### src/rtl/latch_tdet_pkg.sv
package latch_tdet_pkg;
  // control word passed from the access decoder to the detector core
  typedef struct packed {
    logic clear;   // resample snapshot, clear and capture flags
    logic quiet;   // snapshot follows pins, detection suspended
  } tdet_ctl_t;
endpackage

### src/rtl/latch_tdet_sync.sv
module latch_tdet_sync #(
  parameter int W      = 8,
  parameter int STAGES = 2
) (
  input  logic         clk,
  input  logic         rst_n,
  input  logic [W-1:0] d_i,
  output logic [W-1:0] q_o
);
  logic [W-1:0] stg [STAGES];

  always_ff @(posedge clk or negedge rst_n) begin
    if (!rst_n) begin
      for (int s = 0; s < STAGES; s++) stg[s] <= '0;
    end else begin
      stg[0] <= d_i;
      for (int s = 1; s < STAGES; s++) stg[s] <= stg[s-1];
    end
  end

  assign q_o = stg[STAGES-1];
endmodule

### src/rtl/latch_tdet_ctl.sv
module latch_tdet_ctl
  import latch_tdet_pkg::*;
#(
  parameter int BLANK_CYC = 4
) (
  input  logic      clk,
  input  logic      rst_n,
  input  logic      acc_ack_i,
  input  logic      grp_io_i,
  input  logic      acc_rd_i,
  input  logic      byte_ack_i,
  input  logic      stop_i,
  input  logic      wr_commit_i,
  output tdet_ctl_t ctl_o,
  output logic      reading_o
);
  localparam int CNT_W = $clog2(BLANK_CYC + 1);

  logic             reading_q;
  logic [CNT_W-1:0] cnt_q;
  logic             io_ack;

  assign io_ack = acc_ack_i & grp_io_i;

  // read session: opened by an I/O-group read acknowledge, closed by STOP
  always_ff @(posedge clk or negedge rst_n) begin
    if (!rst_n)      reading_q <= 1'b0;
    else if (io_ack) reading_q <= acc_rd_i;
    else if (stop_i) reading_q <= 1'b0;
  end

  // quiet window: armed by reset and by each write commit
  always_ff @(posedge clk or negedge rst_n) begin
    if (!rst_n)             cnt_q <= CNT_W'(BLANK_CYC);
    else if (wr_commit_i)   cnt_q <= CNT_W'(BLANK_CYC);
    else if (cnt_q != '0)   cnt_q <= cnt_q - CNT_W'(1);
  end

  assign ctl_o.clear = io_ack | (byte_ack_i & reading_q);
  assign ctl_o.quiet = (cnt_q != '0);
  assign reading_o   = reading_q;
endmodule

### src/rtl/latch_tdet_core.sv
module latch_tdet_core
  import latch_tdet_pkg::*;
#(
  parameter int W = 8
) (
  input  logic         clk,
  input  logic         rst_n,
  input  logic [W-1:0] sync_i,
  input  tdet_ctl_t    ctl_i,
  output logic [W-1:0] flags_o,
  output logic [W-1:0] held_o
);
  logic [W-1:0] snap_q, flags_q, held_q, hit;

  assign hit = ctl_i.quiet ? '0 : (sync_i ^ snap_q);

  always_ff @(posedge clk or negedge rst_n) begin
    if (!rst_n) begin
      snap_q  <= '0;
      flags_q <= '0;
      held_q  <= '0;
    end else if (ctl_i.clear) begin
      held_q  <= flags_q | hit;
      flags_q <= '0;
      snap_q  <= sync_i;
    end else if (ctl_i.quiet) begin
      snap_q  <= sync_i;
    end else begin
      flags_q <= flags_q | hit;
    end
  end

  assign flags_o = flags_q;
  assign held_o  = held_q;
endmodule

### src/rtl/latch_tdet.sv
module latch_tdet
  import latch_tdet_pkg::*;
#(
  parameter int PORTS       = 8,
  parameter int SYNC_STAGES = 2,
  parameter int BLANK_CYC   = 4
) (
  input  logic             clk,
  input  logic             rst_n,
  input  logic [PORTS-1:0] pins_i,
  input  logic             acc_ack_i,
  input  logic             grp_io_i,
  input  logic             acc_rd_i,
  input  logic             byte_ack_i,
  input  logic             stop_i,
  input  logic             wr_commit_i,
  output logic [PORTS-1:0] flags_o,
  output logic [PORTS-1:0] rd_flags_o,
  output logic             int_n_o
);
  logic [PORTS-1:0] sync_w;
  tdet_ctl_t        ctl_w;
  logic             reading_w;
  logic             clear_w;
  logic             quiet_w;

  latch_tdet_sync #(.W(PORTS), .STAGES(SYNC_STAGES)) u_sync (
    .clk(clk), .rst_n(rst_n), .d_i(pins_i), .q_o(sync_w)
  );

  latch_tdet_ctl #(.BLANK_CYC(BLANK_CYC)) u_ctl (
    .clk(clk), .rst_n(rst_n),
    .acc_ack_i(acc_ack_i), .grp_io_i(grp_io_i), .acc_rd_i(acc_rd_i),
    .byte_ack_i(byte_ack_i), .stop_i(stop_i), .wr_commit_i(wr_commit_i),
    .ctl_o(ctl_w), .reading_o(reading_w)
  );

  latch_tdet_core #(.W(PORTS)) u_core (
    .clk(clk), .rst_n(rst_n), .sync_i(sync_w), .ctl_i(ctl_w),
    .flags_o(flags_o), .held_o(rd_flags_o)
  );

  assign clear_w = ctl_w.clear;
  assign quiet_w = ctl_w.quiet;
  // interrupt held off for the whole read session
  assign int_n_o = ~((|flags_o) & ~reading_w);
endmodule

### config.mk
export PLATFORM = sky130hd
export DESIGN_NAME = latch_tdet
export DESIGN_NICKNAME = d
export VERILOG_FILES = /design/src/rtl/latch_tdet_pkg.sv /design/src/rtl/latch_tdet_sync.sv /design/src/rtl/latch_tdet_ctl.sv /design/src/rtl/latch_tdet_core.sv /design/src/rtl/latch_tdet.sv
export SDC_FILE = /design/constraint.sdc
export NUM_CORES = 1
export LEC_CHECK = 0
export CELL_PAD_IN_SITES_DETAIL_PLACEMENT = 1
export CELL_PAD_IN_SITES_GLOBAL_PLACEMENT = 2
export CORE_AREA = 2 2 70 86
export DETAILED_ROUTE_END_ITERATION = 16
export DIE_AREA = 0 0 72 88
export PLACE_DENSITY = 0.72
export SLEW_MARGIN = 0
export SYNTH_ARGS = -nofsm -noshare
export SYNTH_HDL_FRONTEND = slang
export SYNTH_SLANG_ARGS = --single-unit
### constraint.sdc
create_clock -name clk -period 1.3 [get_ports clk]
set_clock_uncertainty 0.05 [all_clocks]
set_input_delay 0.13 -clock clk [delete_from_list [all_inputs] [get_ports clk]]
set_output_delay 0.13 -clock clk [all_outputs]
set_load 0.1 [all_outputs]
==> results by group <==
Status
  • Run status: complete, but fails checks
  • Violated checks: negative setup slack

Worst hold path
  • Type of the most critical hold path: in -> reg

Logic synthesis
  • Register area share after synthesis: 68.5%
  • Count of yosys warnings during synthesis: 0
  • Number of standard cells after synthesis: 117
  • Post-synthesis area per instance: 13.8 um2
  • Synthesized flop and latch total: 44
  • Number of distinct standard cells referenced by the synthesized netlist: 23
  • Net Count, Synth: 135
  • Combined area of all synthesized cells: 1610 um2

CTS
  • Clock Latency Late Sink: 290 ps
  • Sinks on the clock net: 44
  • Number of H-tree levels: 2
  • Worst-path clk slew: 80 ps
  • TritonCTS Buffers: 5
  • Clock Tree Root: clkbuf_8
  • Clock tree buffer depth: 2
  • Clock tree from TritonCTS: done

Timing
  • Least-Margin Pin Slew: 296 ps
  • Headroom to the max-slew limit: 80.2%
  • Sum of negative setup slack: -1260 ps
  • Setup WS post-layout: -303 ps
  • Number of hold violations in the final report: 0
  • Post-route minimum period: 1600 ps
  • FMAX: 624 MHz
  • Final Cycle Share: 123%
  • Total count of max-transition violations in the final report: 0
  • Setup repair after global routing missed its margin: yes
  • Final setup violating endpoints: 11

Critical path
  • Cells on worst reg2reg path: 5
  • R2R setup slack: -130 ps
  • CP startpoint: u_core.flags_o[5]
  • Class of the most critical setup path: reg -> out
  • Crit path launch type: register
  • Required time at the worst-slack endpoint: 1120 ps
  • Critical path capture point type: output port
  • R2r endpoint: u_core.snap_q[3]
  • Arrival time at the worst endpoint: 1420 ps
  • Critical path endpoint: int_n_o
  • Launching point of the worst reg2reg path: u_ctl.cnt_q[1]
  • Crit Path Max Fanout: 2

Global route
  • Initial antenna violation count: 0
  • Largest net degree at the start of global routing: 45
  • Number of global-route vias before repair: 1182
  • Global-route wire length before repair: 5800 um
  • Sum of overflow across all layers after global routing: 0
  • Total global-route track usage: 12.0%

Detailed routing
  • Initial detailed-routing violation count: 45
  • Number of detailed-routing iterations run before antenna repair: 2
  • Avg WL per Cell: 15.0 um
  • Via density per instance: 4.51
  • Total number of vias: 1060
  • Antenna Nets Post-Route: 0
  • Total DRC errors in the routed layout: 0
  • Final Routed Wirelength: 3520 um

Floorplanning
  • Number of placement rows: 30
  • Top-level I/O count: 33
  • Die span in x: 72 um
  • Die boundary height: 88 um
  • Die area: 6340 um2
  • Placeable Area: 5520 um2
  • Effective utilization at floorplan: 29.2%

Finish
  • Layout overhead on the synthesized area: 60.9%
  • Layout cells sized above 1: 49.7%
  • Number of diodes added for antenna fixing: 0
  • Final nets: 188
  • Fill cell total of the finished layout: 556
  • Sequential standard cell area: 1120 um2
  • Area occupied by multi-input gates: 638 um2

Place
  • Pre-CTS setup slack: -300 ps
  • PortBufs: 32
  • Half-perimeter wire length after detailed placement: 2400 um
  • Final weighted congestion of routability-driven global placement: 0.694

Flow run
  • Reported max-cap violation count: 0
## layout make-up
class | count | share of cell area [%]
clock buffer | 7 | 2.95
clock inverter | 1 | 0.193
inverter | 3 | 0.435
multi-input combinational | 66 | 24.6
sequential | 44 | 43.3
tap | 64 | 3.09
timing repair buffer | 50 | 25.4
## cells in the mapped netlist
| master | number | area, um2 |
|---|---|---|
| nand2b_4 | 1 | 13.8 |
| clkbuf_1 | 2 | 7.51 |
| ha_1 | 2 | 25.0 |
| nor2_1 | 17 | 63.8 |
| and2b_1 | 1 | 7.51 |
| buf_6 | 1 | 11.3 |
| dfrtp_1 | 43 | 1080 |
| mux2_4 | 8 | 120 |
| nand2_1 | 2 | 7.51 |
| buf_2 | 1 | 5.00 |
| nor2b_1 | 1 | 6.26 |
| xnor2_1 | 1 | 8.76 |
| a22o_4 | 1 | 17.5 |
| xor2_1 | 8 | 70.1 |
| nand3_1 | 1 | 5.00 |
| a211oi_1 | 1 | 7.51 |
| o31ai_1 | 1 | 7.51 |
| dfstp_2 | 1 | 26.3 |
| inv_1 | 3 | 11.3 |
| nor4_1 | 2 | 12.5 |
| a21oi_1 | 17 | 85.1 |
| a21o_1 | 1 | 7.51 |
| nand3b_1 | 1 | 7.51 |
## cells in the final DEF, fill, tap and decap left out, types with 2 or more instances in the layout
cell type / n
buf_8: 2
nor4_4: 2
dfrtp_1: 35
a21oi_1: 3
inv_2: 3
clkbuf_8: 5
mux2_4: 8
nor2_1: 17
dfrtp_2: 4
dfrtp_4: 4
xor2_1: 8
buf_6: 2
nand2_1: 2
a21oi_4: 6
clkdlybuf4s50_1: 14
buf_12: 18
clkbuf_1: 2
a21oi_2: 8
buf_4: 12
## cells by family after synthesis
family                   count (synthesis)  share of synthesized area [%]
flip-flops                              44                           68.5
AND/OR/NAND/NOR                         26                           7.69
AO/OA/AOI/OAI                           21                           7.77
XOR/XNOR                                 9                           4.90
multiplexers                             8                           7.46
buffers and inverters                    7                           2.18
adder cells (fa/ha/maj)                  2                           1.55
## sequential cells by signal, indices dropped and copies added, names as in the netlist
name / flops
u_core.held_o: 8
u_ctl.cnt_q: 3
u_sync.q_o: 8
u_core.flags_o: 8
u_core.snap_q: 8
u_sync.stg: 8
u_ctl.reading_o: 1
## worst max-delay path, stage by stage (launching register included)
cell,delay (ps)
dfrtp_4,490
nor4_4,310
a21o_4,170
buf_12,160
## how the worst min path moves through the flow
stage,start,to,cells past startpoint
final,pins_i[1],u_sync.stg[9],1
after global routing,pins_i[6],u_sync.stg[14],1
after CTS,pins_i[6],u_sync.stg[14],1
after detailed placement,rst_n,u_core.held_o[2],2
after global placement,rst_n,u_sync.stg[9],2
after floorplan,rst_n,u_core.flags_o[0],0
## per-layer routing
layer	track usage, %	routed length [um]	share of wire, %
met5	0	0	0
met4	3.60	44	1.3
met3	3.34	150	4.3
met2	21.0	1870	53
met1	14.4	1460	41
## through the flow
stage	utilization (%)	area (um2)	instances	hold WS, ps
floorplan	-	1700	117	-216
detailed placement	42.5	2350	222	76.5
finish	47.0	2590	235	223
CTS	45.7	2520	232	214
global route	47.0	2590	235	201
global placement	42.5	2350	222	69.4
## repair_timing
action,CTS,global route
hold buffers,1,0
gates resized for setup,15,13
setup buffers,1,4
pin swaps,6,2
endpoints found under the hold margin,43,0
endpoints found under the setup margin,28,31
Power is not shown: default switching activity piles up to over one toggle a cycle in this logic, so the estimate is an artifact.
